## src/rtl/fir_mac_pkg.sv

```systemverilog
package fir_mac_pkg;

    typedef enum logic [1:0] {
        ST_CLEAR = 2'd0,
        ST_IDLE  = 2'd1,
        ST_MAC   = 2'd2,
        ST_DONE  = 2'd3
    } eng_state_e;

endpackage

```

## src/rtl/fir_modulo_agen.sv

```systemverilog
module fir_modulo_agen #(
    parameter int LEN    = 15,
    parameter int MODIFY = 1,
    parameter int AW     = 4
) (
    input  logic          clk,
    input  logic          rst_n,
    input  logic          step,
    output logic [AW-1:0] ptr
);
    logic [AW-1:0] ptr_d, ptr_q;

    generate
        if ((1 << AW) == LEN) begin : g_pow2
            always_comb begin
                ptr_d = ptr_q;
                if (step) ptr_d = ptr_q + AW'(MODIFY);
            end
        end else begin : g_mod
            localparam logic [AW:0] LEN_V = (AW+1)'(LEN);
            localparam logic [AW:0] MOD_V = (AW+1)'(MODIFY);
            logic [AW:0] sum;
            always_comb begin
                sum   = {1'b0, ptr_q} + MOD_V;
                ptr_d = ptr_q;
                if (step) begin
                    if (sum >= LEN_V) ptr_d = AW'(sum - LEN_V);
                    else              ptr_d = sum[AW-1:0];
                end
            end

            ptr_range_chk: assert property (@(posedge clk) disable iff (!rst_n)
                {1'b0, ptr_q} < LEN_V);
        end
    endgenerate

    always_ff @(posedge clk) begin
        if (!rst_n) ptr_q <= '0;
        else        ptr_q <= ptr_d;
    end

    assign ptr = ptr_q;
endmodule

```

## src/rtl/fir_delay_ram.sv

```systemverilog
module fir_delay_ram #(
    parameter int AW = 4,
    parameter int DW = 16
) (
    input  logic          clk,
    input  logic          we,
    input  logic [AW-1:0] waddr,
    input  logic [DW-1:0] wdata,
    input  logic [AW-1:0] raddr,
    output logic [DW-1:0] rdata
);
    localparam int WORDS = 1 << AW;
    logic [DW-1:0] mem_q [WORDS];

    always_ff @(posedge clk) begin
        if (we) mem_q[waddr] <= wdata;
    end

    assign rdata = mem_q[raddr];
endmodule

```

## src/rtl/fir_coef_rom.sv

```systemverilog
module fir_coef_rom #(
    parameter int DEPTH = 15,
    parameter int AW    = 4,
    parameter int CW    = 24,
    parameter logic [DEPTH*CW-1:0] COEF_VEC = '0
) (
    input  logic [AW-1:0] addr,
    output logic [CW-1:0] coef
);
    localparam int WORDS = 1 << AW;
    logic [CW-1:0] tbl [WORDS];

    generate
        for (genvar g = 0; g < WORDS; g++) begin : g_word
            if (g < DEPTH) begin : g_used
                assign tbl[g] = COEF_VEC[g*CW +: CW];
            end else begin : g_pad
                assign tbl[g] = '0;
            end
        end
    endgenerate

    assign coef = tbl[addr];
endmodule

```

## src/rtl/fir_mac_acc.sv

```systemverilog
module fir_mac_acc #(
    parameter int SW = 16,
    parameter int CW = 24,
    parameter int GW = 8
) (
    input  logic                 clk,
    input  logic                 rst_n,
    input  logic                 clear,
    input  logic                 en,
    input  logic                 rnd,
    input  logic signed [SW-1:0] a,
    input  logic signed [CW-1:0] b,
    output logic        [SW-1:0] result
);
    localparam int PROD_W  = SW + CW;
    localparam int ACC_W   = PROD_W + GW;
    localparam int OUT_LSB = CW - 1;
    localparam int TOP_W   = ACC_W - (OUT_LSB + SW - 1);
    localparam logic [ACC_W-1:0] HALF = ACC_W'(1) << (OUT_LSB - 1);

    logic signed [PROD_W-1:0] prod;
    logic [ACC_W-1:0] acc_d, acc_q;
    logic [TOP_W-1:0] top_bits;
    logic             fits;

    always_comb begin
        prod  = a * b;
        acc_d = acc_q;
        if (clear) begin
            acc_d = '0;
        end else if (en) begin
            acc_d = acc_q + {{GW{prod[PROD_W-1]}}, prod} + (rnd ? HALF : '0);
        end
    end

    always_ff @(posedge clk) begin
        if (!rst_n) acc_q <= '0;
        else        acc_q <= acc_d;
    end

    always_comb begin
        top_bits = acc_q[ACC_W-1 -: TOP_W];
        fits     = (&top_bits) | ~(|top_bits);
        if (fits)                result = acc_q[OUT_LSB +: SW];
        else if (acc_q[ACC_W-1]) result = {1'b1, {(SW-1){1'b0}}};
        else                     result = {1'b0, {(SW-1){1'b1}}};
    end


    acc_clear_chk: assert property (@(posedge clk) disable iff (!rst_n)
        clear |=> (acc_q == '0));
endmodule

```

## src/rtl/fir_mac_engine.sv

```systemverilog
module fir_mac_engine #(
    parameter int TAPS     = 15,
    parameter int SAMPLE_W = 16,
    parameter int COEF_W   = 24,
    parameter int GUARD_W  = 8,
    parameter logic [TAPS*COEF_W-1:0] COEF_VEC =
        {TAPS{COEF_W'(1) << (COEF_W - 5)}}
) (
    input  logic                clk,
    input  logic                rst_n,
    input  logic                in_valid,
    input  logic [SAMPLE_W-1:0] in_sample,
    output logic [SAMPLE_W-1:0] out_sample,
    output logic                out_valid
);
    import fir_mac_pkg::*;

    localparam int AW = (TAPS > 1) ? $clog2(TAPS) : 1;
    localparam logic [AW-1:0] LAST_CNT = AW'(TAPS - 1);

    typedef struct packed {
        eng_state_e          st;
        logic [AW-1:0]       cnt;
        logic [SAMPLE_W-1:0] out;
        logic                vld;
    } eng_regs_t;

    eng_regs_t r_d, r_q;

    logic                d_step, c_step, dl_we;
    logic [SAMPLE_W-1:0] dl_wdata, dl_rdata, mac_result;
    logic [AW-1:0]       d_ptr, c_ptr;
    logic [COEF_W-1:0]   coef;
    logic                mac_clr, mac_en, mac_rnd;

    fir_modulo_agen #(.LEN(TAPS), .MODIFY(1), .AW(AW)) u_dline_agen (
        .clk(clk), .rst_n(rst_n), .step(d_step), .ptr(d_ptr)
    );

    fir_modulo_agen #(.LEN(TAPS), .MODIFY(1), .AW(AW)) u_coef_agen (
        .clk(clk), .rst_n(rst_n), .step(c_step), .ptr(c_ptr)
    );

    fir_delay_ram #(.AW(AW), .DW(SAMPLE_W)) u_dline (
        .clk(clk), .we(dl_we), .waddr(d_ptr), .wdata(dl_wdata),
        .raddr(d_ptr), .rdata(dl_rdata)
    );

    fir_coef_rom #(.DEPTH(TAPS), .AW(AW), .CW(COEF_W), .COEF_VEC(COEF_VEC)) u_coefs (
        .addr(c_ptr), .coef(coef)
    );

    fir_mac_acc #(.SW(SAMPLE_W), .CW(COEF_W), .GW(GUARD_W)) u_mac (
        .clk(clk), .rst_n(rst_n), .clear(mac_clr), .en(mac_en), .rnd(mac_rnd),
        .a(dl_rdata), .b(coef), .result(mac_result)
    );

    always_comb begin
        r_d      = r_q;
        r_d.vld  = 1'b0;
        d_step   = 1'b0;
        c_step   = 1'b0;
        dl_we    = 1'b0;
        dl_wdata = '0;
        mac_clr  = 1'b0;
        mac_en   = 1'b0;
        mac_rnd  = 1'b0;
        case (r_q.st)
            ST_CLEAR: begin
                dl_we  = 1'b1;
                d_step = 1'b1;
                if (r_q.cnt == '0) r_d.st = ST_IDLE;
                else               r_d.cnt = r_q.cnt - 1'b1;
            end
            ST_IDLE: begin
                if (in_valid) begin
                    dl_we    = 1'b1;
                    dl_wdata = in_sample;
                    d_step   = 1'b1;
                    mac_clr  = 1'b1;
                    r_d.cnt  = LAST_CNT;
                    r_d.st   = ST_MAC;
                end
            end
            ST_MAC: begin
                mac_en = 1'b1;
                d_step = 1'b1;
                c_step = 1'b1;
                if (r_q.cnt == '0) begin
                    mac_rnd = 1'b1;
                    r_d.st  = ST_DONE;
                end else begin
                    r_d.cnt = r_q.cnt - 1'b1;
                end
            end
            default: begin
                r_d.out = mac_result;
                r_d.vld = 1'b1;
                r_d.st  = ST_IDLE;
            end
        endcase
    end

    always_ff @(posedge clk) begin
        if (!rst_n) begin
            r_q.st  <= ST_CLEAR;
            r_q.cnt <= LAST_CNT;
            r_q.out <= '0;
            r_q.vld <= 1'b0;
        end else begin
            r_q <= r_d;
        end
    end

    assign out_sample = r_q.out;
    assign out_valid  = r_q.vld;

    int lat_q;
    always_ff @(posedge clk) begin
        if (!rst_n)                            lat_q <= 0;
        else if (r_q.st == ST_IDLE && in_valid) lat_q <= 1;
        else if (out_valid)                    lat_q <= 0;
        else if (lat_q != 0)                   lat_q <= lat_q + 1;
    end


    latency_chk: assert property (@(posedge clk) disable iff (!rst_n)
        out_valid |-> (lat_q == TAPS + 2));


    pulse_width_chk: assert property (@(posedge clk) disable iff (!rst_n)
        out_valid |=> !out_valid);


    hold_out_chk: assert property (@(posedge clk) disable iff (!rst_n)
        !out_valid |-> $stable(out_sample));


    no_busy_write_chk: assert property (@(posedge clk) disable iff (!rst_n)
        (r_q.st == ST_MAC || r_q.st == ST_DONE) |-> !dl_we);
endmodule

```

## config.mk

```make
export PLATFORM = sky130hd
export DESIGN_NAME = fir_mac_engine
export DESIGN_NICKNAME = d
export VERILOG_FILES = /design/src/rtl/fir_mac_pkg.sv /design/src/rtl/fir_modulo_agen.sv /design/src/rtl/fir_delay_ram.sv /design/src/rtl/fir_coef_rom.sv /design/src/rtl/fir_mac_acc.sv /design/src/rtl/fir_mac_engine.sv
export SDC_FILE = /design/constraint.sdc
export NUM_CORES = 1
export LEC_CHECK = 0
export CORE_UTILIZATION = 35
export DETAILED_ROUTE_END_ITERATION = 12
export PLACE_DENSITY = 0.6
export SLEW_MARGIN = 40
export SYNTH_ARGS = -nofsm -noshare
export SYNTH_HDL_FRONTEND = slang
export SYNTH_SLANG_ARGS = --single-unit
export TNS_END_PERCENT = 5
```

## constraint.sdc

```tcl
create_clock -name clk -period 12.8 [get_ports clk]
set_input_delay 1.92 -clock clk [delete_from_list [all_inputs] [get_ports clk]]
set_output_delay 1.92 -clock clk [all_outputs]
set_load 0.05 [all_outputs]
```

==> impl_metrics.tcl <==
set metrics [dict create \
    cp_slowest_stage_delay_ns 0.56 \
    globalplace.congestion 0.846 \
    setup_total_negative_slack_ns 0 \
    min_delay_path_class "flip-flop to flip-flop" \
    clk_root_buffer_cell "sky130_fd_sc_hd__clkbuf_16" \
    finalMaxSlewViolations 0 \
    clock_tree_from_tritoncts "built" \
    globalRouteTotalUtil 0.149 \
    synthDistinctLibCells 68 \
    dp_hpwl_um 21600 \
    cts.reportedPaths.clkPinSlew_ns 0.06 \
    seqPwrFrac 0.263 \
    crit_path_end_kind "flip-flop" \
    startpoint_type "flip-flop" \
    gr_overflow_total 0 \
    post_cts_hold_buffer_count 0 \
    grt_pass1_vias 9156 \
    antenna_found_initial 0 \
    postCtsSetupRepairBufs 0 \
    async_reset_ff_frac 0 \
    design.final.nets 1339 \
    synth_xor_xnor_area_share 0.0313 \
    cts_max_path_buffers 3 \
    report.final.hold_viol_count 0 \
    timing.critical_path.fanout_max 26 \
    layout.cells.most_common_list "sky130_fd_sc_hd__edfxtp_1, sky130_fd_sc_hd__ha_1, sky130_fd_sc_hd__mux4_2" \
    power_per_cell_area_nw_per_um2 276 \
    worst_ep_required_time_ns 13.22 \
    io_pins 36 \
    drive_above_1_share 0.144 \
    numCtsBuffers 34 \
    synthesis.area_um2 16100 \
    diodes 0 \
    synth_top_family_by_area "multiplexers" \
    drtAntennaViolNets 0 \
    fin_crit_sh 0.652 \
    syn_inst 1150 \
    final.min_clock_period_ns 8.35 \
    maximum_number_of_pins_on_one_net_before_global_route_repair 63 \
    synth_edf_count 256 \
    layout_commonest_cell "sky130_fd_sc_hd__edfxtp_1" \
    buffer_ports.inserted 35 \
    worst_slew_margin_rel 0.467 \
    synthesized_area_fraction_occupied_by_adder_cells 0.104 \
    clock-skew-final_ns 0.0267 \
    ctsHtreeMaxLevel 2 \
    core_area_um2 45400 \
    grt_first_pass_wirelength_um 53200 \
    crit_slowest_cell "sky130_fd_sc_hd__mux4_2" \
    crit_type "flip-flop to flip-flop" \
    reg2reg_setup_slack_ns 4.45 \
    rr_worst_depth 30 \
    setup_violations 0 \
    setup_repair_after_global_routing_missed_its_margin "false" \
    cp_data_arrival_time_ns 8.78 \
    clk_latency_ns 0.54 \
    area_growth_pct 12.9 \
    cts_repair_resize_count 0 \
    yosys-mux-area-fraction 0.124 \
    fp-row-count 78 \
    p_sw_mw 2.06 \
    floorplan.initialDensity 0.355 \
    ys_warn_count 0 \
    power_mw 5.01 \
    outcome "completed" \
    die-height_um 217 \
    synth_compound_gate_area_share 0.0795 \
    synth_simple_gate_area_share 0.0779 \
    floorplan.die_area_um2 46900 \
    max_freq_ghz 0.120 \
    cts.sinks 320 \
    dominantRegCellSynth "sky130_fd_sc_hd__edfxtp_1" \
    detail_route.vias_per_cell 5.14 \
    floorplan.die.width_um 217 \
    drt_first_pass_iters 5 \
    synth_fp_nets 1302 \
    drc_errors 0 \
    power_leakage_nw 6.63 \
    cp-endpoint "u_mac.acc_q[46]$_SDFFE_PP0P_" \
    drt_iter0_markers 617 \
    post_synth.cell_area_avg_um2 14.0 \
    power_frac_comb 0.556 \
    dr_total_vias 9298 \
    drt-wirelength-per-cell_um 18.9 \
    crit_top_cell "sky130_fd_sc_hd__ha_1" \
    design_internal_power_mw 2.95 \
    clkPwrFrac 0.181 \
    ys_seq_area_frac 0.557 \
    postSynthRegisterBits 320 \
    vdd_drop_max_mv 0.138 \
    worst_slew_pin_slew_ns 0.792 \
    max-cap-violations 0 \
    sw_frac_of_total 0.411 \
    worstReg2RegEnd "u_mac.acc_q[46]$_SDFFE_PP0P_" \
    drt-total-wl_um 34200 \
]
[metrics by stage]
step / hold slack [ns] / worst slack, ns / instance area (um^2) / utilization / std cells
after floorplan: 0.455 / 4.97 / 16100 / - / 1150
after CTS: 0.479 / 4.35 / 18200 / 0.401 / 1810
after detailed placement: 0.469 / 4.39 / 17200 / 0.378 / 1751
after global routing: 0.495 / 3.84 / 18200 / 0.401 / 1810
after global placement: 0.466 / 4.32 / 17200 / 0.378 / 1751
final: 0.475 / 4.45 / 18200 / 0.401 / 1810
[registers in the layout, indices dropped and copies added, names as in the netlist, named ones only]
name and cells:
out_valid 1, u_coef_agen.ptr 4, u_dline.mem_q 256, r_q 6
out_sample 16, u_dline_agen.ptr 4, u_mac.acc_q 29
[cell families (layout without fill, tap and decap cells)]
family                   Yosys count  after routing
XOR/XNOR                          56             56
buffers and inverters             90            150
adder cells (fa/ha/maj)          133            133
AND/OR/NAND/NOR                  260            260
multiplexers                     101            101
AO/OA/AOI/OAI                    190            190
flip-flops                       320            320
[final cells by class]
type / instances / area, um^2
Clock buffer: 46 / 916
Timing Repair Buffer: 60 / 546
Tap cell: 600 / 751
Sequential cell: 320 / 8970
Multi-Input combinational cell: 740 / 6780
Fill cell: 4176 / 27200
Inverter: 31 / 116
Clock inverter: 13 / 106
[how the worst min path moves through the flow]
stage                                  end                         from  cells after the start  slack (ns)
6_report       out_sample[13]$_SDFFE_PN0P_  out_sample[13]$_SDFFE_PN0P_                      2        0.47
3_3_place_gp   out_sample[12]$_SDFFE_PN0P_  out_sample[12]$_SDFFE_PN0P_                      2        0.47
5_1_grt         out_sample[8]$_SDFFE_PN0P_   out_sample[8]$_SDFFE_PN0P_                      2        0.50
3_5_place_dp    out_sample[8]$_SDFFE_PN0P_   out_sample[8]$_SDFFE_PN0P_                      2        0.47
4_1_cts        out_sample[13]$_SDFFE_PN0P_  out_sample[13]$_SDFFE_PN0P_                      2        0.48
2_1_floorplan  out_sample[10]$_SDFFE_PN0P_  out_sample[10]$_SDFFE_PN0P_                      2        0.45
[layer usage]
layer | up-vias | GRT usage | part of all wire
li1 | 4493 | - | -
met1 | 4574 | 0.190 | 0.43
met2 | 185 | 0.259 | 0.50
met3 | 46 | 0.0248 | 0.042
met4 | 0 | 0.0401 | 0.019
met5 | - | 0 | 0
[cells in the mapped netlist, drive strengths merged, types with 3 or more instances]
cell type | count | share of area
o221ai | 3 | 0.0016
nor2 | 81 | 0.019
xnor2 | 38 | 0.021
a211oi | 8 | 0.0037
o21bai | 4 | 0.0019
edfxtp | 256 | 0.48
nor3 | 18 | 0.0056
or4 | 3 | 0.0014
nand4 | 3 | 0.0012
mux4 | 78 | 0.11
a21oi | 50 | 0.016
o31ai | 3 | 0.0014
mux2i | 21 | 0.013
and3 | 19 | 0.0074
o211ai | 20 | 0.0099
o21a | 11 | 0.0051
o21ai | 31 | 0.0096
buf | 31 | 0.012
ha | 131 | 0.10
a31oi | 5 | 0.0019
o311ai | 3 | 0.0016
nand2 | 57 | 0.013
nand2b | 22 | 0.0085
xor2 | 17 | 0.0092
inv | 30 | 0.0070
o32ai | 3 | 0.0016
a21boi | 19 | 0.0089
a21o | 10 | 0.0047
or3 | 4 | 0.0016
nor4 | 5 | 0.0019
clkbuf | 28 | 0.0065
nor2b | 13 | 0.0050
and2 | 24 | 0.0093
dfxtp | 64 | 0.080
nand3 | 8 | 0.0025
[critical path: cells and delay by family (launching register included)]
family / cells / cell delay, ns
compound gates: 15 / 3.09
flops: 1 / 0.30
mux: 2 / 0.92
buf+inv: 2 / 0.68
fa+ha+maj: 6 / 1.83
xor+xnor: 1 / 0.14
simple gates: 4 / 1.31
[power by group through the flow]
| stage | clock network (mW) | registers [mW] | logic (mW) |
|---|---|---|---|
| floorplan | 0 | 1.31 | 2.16 |
| global placement | 0 | 1.34 | 2.76 |
| detailed placement | 0 | 1.34 | 2.78 |
| CTS | 0.934 | 1.32 | 2.82 |
| global route | 0.969 | 1.33 | 3.15 |
| finish | 0.905 | 1.32 | 2.79 |
(Power assumes the default switching activity.)
